<file path="config.mk">
export PLATFORM = sky130hd
export DESIGN_NAME = regwin_ctrl
export DESIGN_NICKNAME = d
export VERILOG_FILES = /design/src/rtl/regwin_pkg.sv /design/src/rtl/regwin_scan.sv /design/src/rtl/regwin_entry.sv /design/src/rtl/regwin_return.sv /design/src/rtl/regwin_ctrl.sv
export SDC_FILE = /design/constraint.sdc
export NUM_CORES = 1
export LEC_CHECK = 0
export ABC_CLOCK_PERIOD_IN_PS = 6800
export BUFFER_PORTS_ARGS = -buffer_cell sky130_fd_sc_hd__buf_4
export CAP_MARGIN = 25
export CORE_AREA = 2 2 137 139
export CTS_BUF_LIST = sky130_fd_sc_hd__clkbuf_4
export DETAILED_ROUTE_END_ITERATION = 16
export DIE_AREA = 0 0 139 141
export HOLD_SLACK_MARGIN = 0.06
export PLACE_DENSITY = 0.76
export SLEW_MARGIN = 20
export SYNTH_ARGS = -nofsm -noshare
export SYNTH_HDL_FRONTEND = slang
export SYNTH_SLANG_ARGS = --single-unit
</file>
<file path="constraint.sdc">
create_clock -name clk -period 6.8 [get_ports clk]
set_input_delay 1.02 -clock clk [delete_from_list [all_inputs] [get_ports clk]]
set_output_delay 1.02 -clock clk [all_outputs]
set_load 0.02 [all_outputs]
</file>
<file path="src/rtl/regwin_pkg.sv">
package regwin_pkg;

  typedef enum logic [1:0] {
    OP_ENTRY  = 2'd0,
    OP_RETURN = 2'd1,
    OP_ROTATE = 2'd2,
    OP_STKCHK = 2'd3
  } rw_op_e;

  localparam logic [3:0] EXC_NONE    = 4'd0;
  localparam logic [3:0] EXC_ILLEGAL = 4'd1;
  localparam logic [3:0] EXC_ALLOCA  = 4'd2;
  localparam logic [3:0] EXC_OVF4    = 4'd4;
  localparam logic [3:0] EXC_OVF8    = 4'd5;
  localparam logic [3:0] EXC_OVF12   = 4'd6;
  localparam logic [3:0] EXC_UNF4    = 4'd8;
  localparam logic [3:0] EXC_UNF8    = 4'd9;
  localparam logic [3:0] EXC_UNF12   = 4'd10;

endpackage

</file>
<file path="src/rtl/regwin_scan.sv">
// Rotates the live-frame bitmap so that bit 0 is quad `start`, then counts
// trailing zeros of the rotated view.
module regwin_scan #(
  parameter int NQUAD = 16,
  localparam int QW = $clog2(NQUAD),
  localparam int CW = $clog2(NQUAD) + 1
) (
  input  logic [NQUAD-1:0] vec,
  input  logic [QW-1:0]    start,
  output logic [NQUAD-1:0] rotated,
  output logic [CW-1:0]    tz
);

  for (genvar g = 0; g < NQUAD; g++) begin : g_rot
    logic [QW-1:0] src;
    assign src        = start + QW'(g);
    assign rotated[g] = vec[src];
  end

  always_comb begin
    tz = CW'(NQUAD);
    for (int i = NQUAD - 1; i >= 0; i--) begin
      if (rotated[i]) tz = CW'(i);
    end
  end

endmodule

</file>
<file path="src/rtl/regwin_entry.sv">
// Call-entry decision: legality, spill detection, and the frame allocation.
module regwin_entry
  import regwin_pkg::*;
#(
  parameter int NQUAD = 16,
  parameter int XLEN  = 32,
  localparam int QW = $clog2(NQUAD),
  localparam int CW = $clog2(NQUAD) + 1
) (
  input  logic [NQUAD-1:0] ws,
  input  logic [QW-1:0]    wb,
  input  logic [1:0]       callinc,
  input  logic [3:0]       spec,
  input  logic             woe,
  input  logic             excm,
  input  logic [XLEN-1:0]  sp,
  input  logic [11:0]      imm,
  output logic             illegal,
  output logic             overflow,
  output logic [3:0]       ovf_code,
  output logic [QW-1:0]    next_wb,
  output logic [NQUAD-1:0] next_ws,
  output logic [3:0]       wr_idx,
  output logic [XLEN-1:0]  wr_data
);

  logic [QW-1:0]    above_start;
  logic [NQUAD-1:0] above_rot;
  logic [CW-1:0]    above_tz;
  logic [QW-1:0]    spill_step;
  logic [QW-1:0]    kind_start;
  logic [NQUAD-1:0] kind_rot;
  logic [CW-1:0]    kind_tz;
  logic [2:0]       ci_mask;
  logic [QW-1:0]    alloc_wb;

  assign above_start = wb + QW'(1);

  regwin_scan #(.NQUAD(NQUAD)) i_scan_above (
    .vec     (ws),
    .start   (above_start),
    .rotated (above_rot),
    .tz      (above_tz)
  );

  assign spill_step = QW'(above_tz) + QW'(1);
  assign kind_start = above_start + spill_step;

  regwin_scan #(.NQUAD(NQUAD)) i_scan_kind (
    .vec     (ws),
    .start   (kind_start),
    .rotated (kind_rot),
    .tz      (kind_tz)
  );

  always_comb begin
    case (callinc)
      2'd0:    ci_mask = 3'b000;
      2'd1:    ci_mask = 3'b001;
      2'd2:    ci_mask = 3'b011;
      default: ci_mask = 3'b111;
    endcase
  end

  assign illegal  = (spec > 4'd3) || !woe || excm;
  assign overflow = !illegal && ((above_rot[2:0] & ci_mask) != 3'b000);
  assign alloc_wb = wb + QW'(callinc);

  always_comb begin
    if (kind_tz == CW'(0))      ovf_code = EXC_OVF4;
    else if (kind_tz == CW'(1)) ovf_code = EXC_OVF8;
    else                        ovf_code = EXC_OVF12;
  end

  always_comb begin
    next_wb = wb;
    next_ws = ws;
    if (overflow) begin
      next_wb = wb + spill_step;
    end else if (!illegal) begin
      next_wb = alloc_wb;
      next_ws = ws | (NQUAD'(1) << alloc_wb);
    end
  end

  assign wr_idx  = {callinc, spec[1:0]};
  assign wr_data = sp - (XLEN'(imm) << 3);

endmodule

</file>
<file path="src/rtl/regwin_return.sv">
// Windowed return decision: legality, fill detection and frame release.
module regwin_return
  import regwin_pkg::*;
#(
  parameter int NQUAD = 16,
  parameter int XLEN  = 32,
  localparam int QW = $clog2(NQUAD)
) (
  input  logic [NQUAD-1:0] ws,
  input  logic [QW-1:0]    wb,
  input  logic [XLEN-1:0]  a0,
  input  logic [XLEN-1:0]  pc,
  input  logic             woe,
  input  logic             excm,
  output logic             illegal,
  output logic             underflow,
  output logic [3:0]       unf_code,
  output logic [QW-1:0]    next_wb,
  output logic [NQUAD-1:0] next_ws,
  output logic [XLEN-1:0]  ret_pc
);

  logic [1:0]    size_n;
  logic [1:0]    dist_m;
  logic [QW-1:0] back1, back2, back3;
  logic [QW-1:0] target_wb;
  logic          target_live;

  assign size_n = a0[XLEN-1 -: 2];
  assign back1  = wb - QW'(1);
  assign back2  = wb - QW'(2);
  assign back3  = wb - QW'(3);

  always_comb begin
    if (ws[back1])      dist_m = 2'd1;
    else if (ws[back2]) dist_m = 2'd2;
    else if (ws[back3]) dist_m = 2'd3;
    else                dist_m = 2'd0;
  end

  assign illegal = (size_n == 2'd0) ||
                   ((dist_m != 2'd0) && (dist_m != size_n)) ||
                   !woe || excm;

  assign target_wb   = wb - QW'(size_n);
  assign target_live = ws[target_wb];
  assign underflow   = !illegal && !target_live;
  assign unf_code    = {2'b10, size_n - 2'd1};
  assign ret_pc      = {pc[XLEN-1 -: 2], a0[XLEN-3:0]};

  always_comb begin
    next_wb = wb;
    next_ws = ws;
    if (!illegal) begin
      next_wb = target_wb;
      if (target_live) next_ws = ws & ~(NQUAD'(1) << wb);
    end
  end

endmodule

</file>
<file path="src/rtl/regwin_ctrl.sv">
module regwin_ctrl
  import regwin_pkg::*;
#(
  parameter int NQUAD = 16,
  parameter int XLEN  = 32,
  localparam int QW = $clog2(NQUAD)
) (
  input  logic             clk,
  input  logic             rst_n,
  input  logic             op_valid,
  input  logic [1:0]       op_kind,
  input  logic [3:0]       op_spec,
  input  logic [11:0]      op_imm,
  input  logic [XLEN-1:0]  op_sp,
  input  logic [XLEN-1:0]  op_a0,
  input  logic [XLEN-1:0]  op_pc,
  input  logic [1:0]       ps_callinc,
  input  logic             ps_woe,
  input  logic             ps_excm,
  output logic             done,
  output logic [3:0]       exc_code,
  output logic [QW-1:0]    win_base,
  output logic [NQUAD-1:0] win_start,
  output logic [QW-1:0]    owb,
  output logic             excm_set,
  output logic [XLEN-1:0]  epc_out,
  output logic [XLEN-1:0]  ret_pc,
  output logic             wr_en,
  output logic [3:0]       wr_idx,
  output logic [XLEN-1:0]  wr_data
);

  // reset: asynchronous assert, synchronous release
  logic [1:0] rst_sync_q;
  logic       rst_int_n;

  always_ff @(posedge clk or negedge rst_n) begin
    if (!rst_n) rst_sync_q <= 2'b00;
    else        rst_sync_q <= {rst_sync_q[0], 1'b1};
  end
  assign rst_int_n = rst_sync_q[1];

  // state
  logic [QW-1:0]    wb_q, wb_d;
  logic [NQUAD-1:0] ws_q, ws_d;
  logic             done_q, done_d;
  logic [3:0]       exc_q, exc_d;
  logic [QW-1:0]    owb_q, owb_d;
  logic             excm_q, excm_d;
  logic [XLEN-1:0]  epc_q, epc_d;
  logic [XLEN-1:0]  rpc_q, rpc_d;
  logic             wr_en_q, wr_en_d;
  logic [3:0]       wr_idx_q, wr_idx_d;
  logic [XLEN-1:0]  wr_data_q, wr_data_d;

  // call-entry path
  logic             en_illegal, en_ovf;
  logic [3:0]       en_code;
  logic [QW-1:0]    en_wb;
  logic [NQUAD-1:0] en_ws;
  logic [3:0]       en_idx;
  logic [XLEN-1:0]  en_data;

  regwin_entry #(.NQUAD(NQUAD), .XLEN(XLEN)) i_entry (
    .ws       (ws_q),
    .wb       (wb_q),
    .callinc  (ps_callinc),
    .spec     (op_spec),
    .woe      (ps_woe),
    .excm     (ps_excm),
    .sp       (op_sp),
    .imm      (op_imm),
    .illegal  (en_illegal),
    .overflow (en_ovf),
    .ovf_code (en_code),
    .next_wb  (en_wb),
    .next_ws  (en_ws),
    .wr_idx   (en_idx),
    .wr_data  (en_data)
  );

  // return path
  logic             rt_illegal, rt_unf;
  logic [3:0]       rt_code;
  logic [QW-1:0]    rt_wb;
  logic [NQUAD-1:0] rt_ws;
  logic [XLEN-1:0]  rt_pc;

  regwin_return #(.NQUAD(NQUAD), .XLEN(XLEN)) i_return (
    .ws        (ws_q),
    .wb        (wb_q),
    .a0        (op_a0),
    .pc        (op_pc),
    .woe       (ps_woe),
    .excm      (ps_excm),
    .illegal   (rt_illegal),
    .underflow (rt_unf),
    .unf_code  (rt_code),
    .next_wb   (rt_wb),
    .next_ws   (rt_ws),
    .ret_pc    (rt_pc)
  );

  // rotate and stack check
  logic [QW+3:0] rot_ext;
  logic [QW-1:0] rot_wb;
  logic          below_live;

  assign rot_ext    = {{QW{op_imm[3]}}, op_imm[3:0]};
  assign rot_wb     = wb_q + rot_ext[QW-1:0];
  assign below_live = ws_q[wb_q - QW'(1)] | ws_q[wb_q - QW'(2)] |
                      ws_q[wb_q - QW'(3)];

  // next state
  always_comb begin
    wb_d      = wb_q;
    ws_d      = ws_q;
    done_d    = 1'b0;
    exc_d     = exc_q;
    owb_d     = owb_q;
    excm_d    = 1'b0;
    epc_d     = epc_q;
    rpc_d     = rpc_q;
    wr_en_d   = 1'b0;
    wr_idx_d  = wr_idx_q;
    wr_data_d = wr_data_q;
    if (op_valid) begin
      done_d = 1'b1;
      exc_d  = EXC_NONE;
      case (rw_op_e'(op_kind))
        OP_ENTRY: begin
          wb_d = en_wb;
          ws_d = en_ws;
          if (en_illegal) begin
            exc_d = EXC_ILLEGAL;
          end else if (en_ovf) begin
            exc_d  = en_code;
            owb_d  = wb_q;
            excm_d = 1'b1;
            epc_d  = op_pc;
          end else begin
            wr_en_d   = 1'b1;
            wr_idx_d  = en_idx;
            wr_data_d = en_data;
          end
        end
        OP_RETURN: begin
          wb_d = rt_wb;
          ws_d = rt_ws;
          if (rt_illegal) begin
            exc_d = EXC_ILLEGAL;
          end else begin
            rpc_d = rt_pc;
            if (rt_unf) begin
              exc_d  = rt_code;
              owb_d  = wb_q;
              excm_d = 1'b1;
              epc_d  = op_pc;
            end
          end
        end
        OP_ROTATE: begin
          wb_d = rot_wb;
        end
        default: begin
          if (!below_live) exc_d = EXC_ALLOCA;
        end
      endcase
    end
  end

  // registers
  always_ff @(posedge clk or negedge rst_int_n) begin
    if (!rst_int_n) begin
      wb_q      <= '0;
      ws_q      <= NQUAD'(1);
      done_q    <= 1'b0;
      exc_q     <= EXC_NONE;
      owb_q     <= '0;
      excm_q    <= 1'b0;
      epc_q     <= '0;
      rpc_q     <= '0;
      wr_en_q   <= 1'b0;
      wr_idx_q  <= '0;
      wr_data_q <= '0;
    end else begin
      done_q  <= done_d;
      excm_q  <= excm_d;
      wr_en_q <= wr_en_d;
      if (op_valid) begin
        wb_q      <= wb_d;
        ws_q      <= ws_d;
        exc_q     <= exc_d;
        owb_q     <= owb_d;
        epc_q     <= epc_d;
        rpc_q     <= rpc_d;
        wr_idx_q  <= wr_idx_d;
        wr_data_q <= wr_data_d;
      end
    end
  end

  assign done      = done_q;
  assign exc_code  = exc_q;
  assign win_base  = wb_q;
  assign win_start = ws_q;
  assign owb       = owb_q;
  assign excm_set  = excm_q;
  assign epc_out   = epc_q;
  assign ret_pc    = rpc_q;
  assign wr_en     = wr_en_q;
  assign wr_idx    = wr_idx_q;
  assign wr_data   = wr_data_q;

endmodule

</file>
# Word level (Yosys, flattened, before mapping)
# Cells that the tools add are included.
# word_totals
out_inout_bits	131
regBits	133
latch_bits	0
mem_bits_ro	0
mem_count	0
ram_bits	0
# classes
n_bitwise	9
n_shift	2
n_addsub	42
multipliers	0
mux	146
n_reduce_logical	25
eq_ne	13
div_mod_pow	0
n_lt_le_gt_ge	37
# ops
operator	n
< comparator 4 x 5 -> 1 bit, second input constant	36
binary-select mux 1 bit (select 4 bit)	36
2-to-1 mux 32 bit	4
2-to-1 mux 4 bit	28
2-to-1 mux 5 bit	16
adder 4 bit, second input constant	16
2-to-1 mux 16 bit	4
case mux 32 bit (2 select lines)	1
2-to-1 mux 1 bit	46
adder 4 x 3 -> 4 bit, second input constant	8
case mux 16 bit (2 select lines)	1
left shift 1 x 4 -> 16 bit, first input constant	2
subtractor 32 x 15 -> 32 bit	1
case mux 4 bit (3 select lines)	2
adder 4 x 1 -> 4 bit, second input constant	4
adder 4 x 2 -> 4 bit, second input constant	4
bitwise AND 16 bit	1
NOT 16 bit	1
OR 16 bit	1
adder 4 bit	3
AND reduction 6 bit	2
2-to-1 mux 2 bit	5
case mux 3 bit (3 select lines)	1
inequality test 2 bit, second input constant	4
26 further kinds	47

# Logic depth before layout (Yosys ltp)
# depth
depth_word	47
depth_mapped	30

# Cells and area by module
# From an unflattened synthesis, not the netlist that was laid out.
# hier_totals
cells_unflattened	1037
hier_area_um2	11633.7
# modules_own_cells
mod	seq_area_each_um2	n_inst	area_each_um2	cells_per_inst
regwin_ctrl	3329.4	1	5884.4	402
regwin_entry	0.0	1	1951.9	277
regwin_return	0.0	1	1400.1	143
regwin_scan (i_entry.i_scan_above)	0.0	1	1201.2	109
regwin_scan (i_entry.i_scan_kind)	0.0	1	1196.1	106

# Worst setup path after synthesis
# OpenSTA, ideal clock, no wires.
# synth_path
path_kind	register to register
start	register wb_q[1] (netlist: win_base[1])
end	register exc_q[0] (netlist: exc_code[0])
path_stages_with_launch	29
t_arrival_ns	6.641
period_less_slack_ns	6.764
setup_slack_ns	0.036
path_buffers	5
setup_ns	0.124
cell_sequence	dfrtp_1 > clkbuf_1 > inv_1 > ha_1 > buf_6 > buf_8 > buf_6 > buf_2 > mux2_2 > mux2i_1 > mux2i_1 > mux2i_1 > o2111ai_1 > a21oi_1 > o22a_1 > inv_1 > ha_1 > fa_1 > ha_1 > xnor2_1 > mux4_2 > nor3_1 > nor2_1 > nor2_1 > o21bai_1 > mux2i_1 > a21oi_1 > a211o_1 > o31ai_1
# synth_via
elab_chain_len	47
word_cells_on_any_way	165
# synth_rtl
item	line_no	source
from (decl)	regwin_ctrl.sv:44	logic [QW-1:0] wb_q, wb_d;
from (signal assigned)	regwin_ctrl.sv:191	wb_q <= wb_d;
adder 4 x 1 -> 4 bit	regwin_entry.sv:37	assign above_start = wb + QW'(1);
adder 4 bit	regwin_scan.sv:16	assign src = start + QW'(g);
binary-select mux 1 bit (select 4 bit)	regwin_scan.sv:17	assign rotated[g] = vec[src];
2-to-1 mux 1 bit (not written as such)	regwin_scan.sv:17	
2-to-1 mux 4 bit (16 in a row)	regwin_scan.sv:23	if (rotated[i]) tz = CW'(i);
adder 4 x 1 -> 4 bit	regwin_entry.sv:46	assign spill_step = QW'(above_tz) + QW'(1);
adder 4 bit	regwin_entry.sv:47	assign kind_start = above_start + spill_step;
adder 4 bit	regwin_scan.sv:16	
binary-select mux 1 bit (select 4 bit)	regwin_scan.sv:17	
2-to-1 mux 1 bit (not written as such)	regwin_scan.sv:17	
2-to-1 mux 5 bit (16 in a row)	regwin_scan.sv:23	
equality test 5 x 1 -> 1 bit	regwin_entry.sv:71	else if (kind_tz == CW'(1)) ovf_code = EXC_OVF8;
2-to-1 mux 2 bit	regwin_entry.sv:71	
2-to-1 mux 4 bit	regwin_entry.sv:70	if (kind_tz == CW'(0)) ovf_code = EXC_OVF4;
2-to-1 mux 4 bit	regwin_ctrl.sv:136	end else if (en_ovf) begin
2-to-1 mux 4 bit	regwin_ctrl.sv:134	if (en_illegal) begin
case mux 4 bit (3 select lines) (*)	regwin_ctrl.sv:130	case (rw_op_e'(op_kind))
to (signal assigned)	regwin_ctrl.sv:178	exc_q <= EXC_NONE;
to (signal assigned)	regwin_ctrl.sv:193	exc_q <= exc_d;
to (decl)	regwin_ctrl.sv:47	logic [3:0] exc_q, exc_d;
# Mark *: on every way between the ends. The rest lies on a longest branch, timed or not. The select of a mux whose other input is x is not followed.
# A chain may end at the register's enable or synchronous reset.

# Worst setup path in the final report
# layout_path
start	register wb_q[0] (netlist: win_base[0])
end	register exc_q[0] (netlist: exc_code[0])
# The elaborated chain is that of the path after synthesis.

==> summary.md <==
| Metric | Value |
|---|---|
| Status | finished, final reports clean |
| Post-synth top flop | dfrtp_1 |
| GR Util met3 | 7.74% |
| Port Buffers | 251 |
| Grt met1 use | a little over a third |
| Worst slew pin tran | 0.930 ns |
| Area Growth Syn to Fin | 27.6% |
| Vias in the first global route | 7626 |
| Drt first pass iters | 5 |
| CP max-delay cell | fa_2 |
| Post-Syn Area | about 0.0090 sq mm |
| Count of different cell masters after synthesis | 66 |
| Final net count | 1261 |
| Fin. Hold Viols | 0 |
| Setup TNS | 0 ns |
| Max-slew violations | 0 |
| Total track usage | 27.1% |
| Largest net degree at the start of global routing | 79 |
| Yosys Warn Count | 0 |
| Die Height | approximately 140 um |
| TritonCTS Buffers | 17 |
| Fmax | around 0.16 GHz |
| Placed inst area | 0.0111 sq mm |
| Die area | roughly 0.02 sq mm |
| Crit-path most repeated cell | ha_1 |
| Worst Path Max Fanout | 12 |
| GRT overflow | 0 |
| First-pass GRT wire length | around 42000 um |
| Post-synth EDFFs | 0 |
| Crit-path cells | ha_1, ha_2, nor2b_1, o21ai_0, xnor2_1, mux4_2, o2111ai_1, a21oi_1, o22a_1, inv_1, ha_1, fa_2, ha_1, xnor2_4, mux4_2, nor3_1, nor2_1, nor2_1, o21bai_1, mux2i_1, a21oi_1, a211o_1, o31ai_1 |
| Gate count after technology mapping | between 800 and 900 |
| Starting Density | 49.1% |
| Avg Inst Size Synth | 10.7 sq um |
| RD Place Congestion | just over 0.9 |
| Met2 routing resource usage after global routing | 44.0% |
| CTS tree | built |
| ANT nets after route | 0 |
| # rows | 50 |
| Syn nets | 1009 |
| Top Ports | 252 |
| Max Cap Viol | 0 |
| Most common cell after layout, fill and taps aside | buf_4 |
| Leading area contributor after synthesis | dfrtp_1 |
| Routed WL per cell | 20.0 um |
| Most frequent cells in the layout | 263 x buf_4, 130 x dfrtp_1, 94 x mux2_2, 88 x nand2_1, 52 x o21ai_0 |
| Final setup viols | 0 |
| Critical Path Start Type | flop |
| Data arrival, critical path | 6.80 ns |
| CP bufs+invs | 1 |
| Synth area leaders | dfrtp_1 37%, mux2_2 12%, mux4_2 8.5%, ha_1 6.1%, nand2_1 3.7% |
| Minimum clock period | 6.33 ns |
| # DRC | 0 |
| Routed wire length | 26800 um |
| HPWL after DPL | slightly above 20000 um |
| Final setup skew | about 0.026 ns |
| Asr flop ratio synth | 100% |
| Share of the synthesized area in the top cell type | a little under two fifths |
| H-tree depth | 4 |
| Vias per cell | 5.73 |
| Critical path's top delay family | adder cells |
| Fin crit share | 93.0% |
| Layout cells sized above 1 | 40.4% |
| Min-Delay Path Class | input port to asynchronous set/reset pin |
| Register area share after synthesis | 37.1% |
| Worst Path Required | around 7.3 ns |
| FF+latch count, synth | 133 |
| Die Width | 139 um |
| Sink Count | 133 |
| Setup crit end kind | flop |
| Root Driver | clkbuf_4 |
| CTS Buffer Depth | 2 |
| CP peak stage delay | 0.70 ns |
| Via count | 7673 |
| Clk pin slew, worst setup/hold paths | 0.14 ns |
| Post-Layout Inst Area | about 0.011 sq mm |
| Worst skew pair latency | 0.59 ns |
| DRT iter0 DRCs | approximately 490 |
| Critical path type | flop to flop |
| Core area | 0.0183 sq mm |
| Busiest grt layer | met2 |
| Worst slew margin | 38.0% |
| Antenna violations before repair | 2 |
| RSZ-0062 raised after global routing | no |
## synth_stat cells (all sizes together) (11+ instances only)
cell / count
dfrtp: 132
mux2: 94
nand2: 88
o21ai: 53
ha: 44
inv: 44
a21oi: 37
nor2: 36
mux4: 35
mux2i: 28
xnor2: 20
xor2: 19
clkbuf: 17
buf: 16
a31oi: 12
nand3: 12
o31ai: 11
or3: 11
## layer usage
metal  routed length [um]  share of wire, %
met3                 2250               8.4
met1                10900                41
met2                13000                48
met4                  663               2.5
met5                    0                 0
## sequential cells by signal (all words and copies together), names as in the netlist
signal,count
win_start,16
win_base,4
rst_sync_q,2
wr_idx,4
ret_pc,32
epc_out,32
owb,4
done,1
wr_data,32
wr_en,1
exc_code,4
excm_set,1
## stage by stage
step	setup WS, ns	hold slack (ns)	instances	util [%]
2_1_floorplan	0.0358	0.331	838	-
3_3_place_gp	0.333	0.336	1304	60.8
3_5_place_dp	0.0986	0.352	1304	60.8
4_1_cts	0.108	0.169	1336	62.3
5_1_grt	0.0474	0.150	1340	62.6
6_report	0.473	0.210	1340	62.6
## what timing repair did
item	in CTS	in global routing
hold buffers	0	0
endpoints found under the setup margin	0	2
buffers inserted	0	0
resized for setup	0	6
## area by class of cell
class                           count  area (sq um)
Tap cell                          234           293
Antenna cell                        3          7.51
Clock inverter                     15           154
Sequential cell                   133          3330
Timing Repair Buffer              266          2010
Inverter                           45           169
Fill cell                        1533          6830
Multi-Input combinational cell    627          5350
Clock buffer                       17           128
## logic make-up after synthesis
logic type	after synthesis	synth area share, %
mux	157	23.8
flops	133	37.1
other cells	1	0.0418
buf+inv	78	3.68
xor+xnor	42	4.56
fa+ha+maj	50	7.48
simple gates	206	11.0
compound gates	171	12.4
## final timing paths
kind                            cells past startpoint  slack [ns]     startpoint             to
worst min register to register                      0        0.37  rst_sync_q[0]  rst_sync_q[1]
worst min-delay path                                1        0.21          rst_n  rst_sync_q[1]
min in group clk                                    0        0.37  rst_sync_q[0]  rst_sync_q[1]
max in group asynchronous                           1        5.25  rst_sync_q[1]       excm_set
worst max register to register                     23        0.47    win_base[0]    exc_code[0]
worst max-delay path                               23        0.47    win_base[0]    exc_code[0]
Power is left out: the tool's default activity adds up to more than one toggle a clock period on the data nets, which glitch-free logic cannot reach.
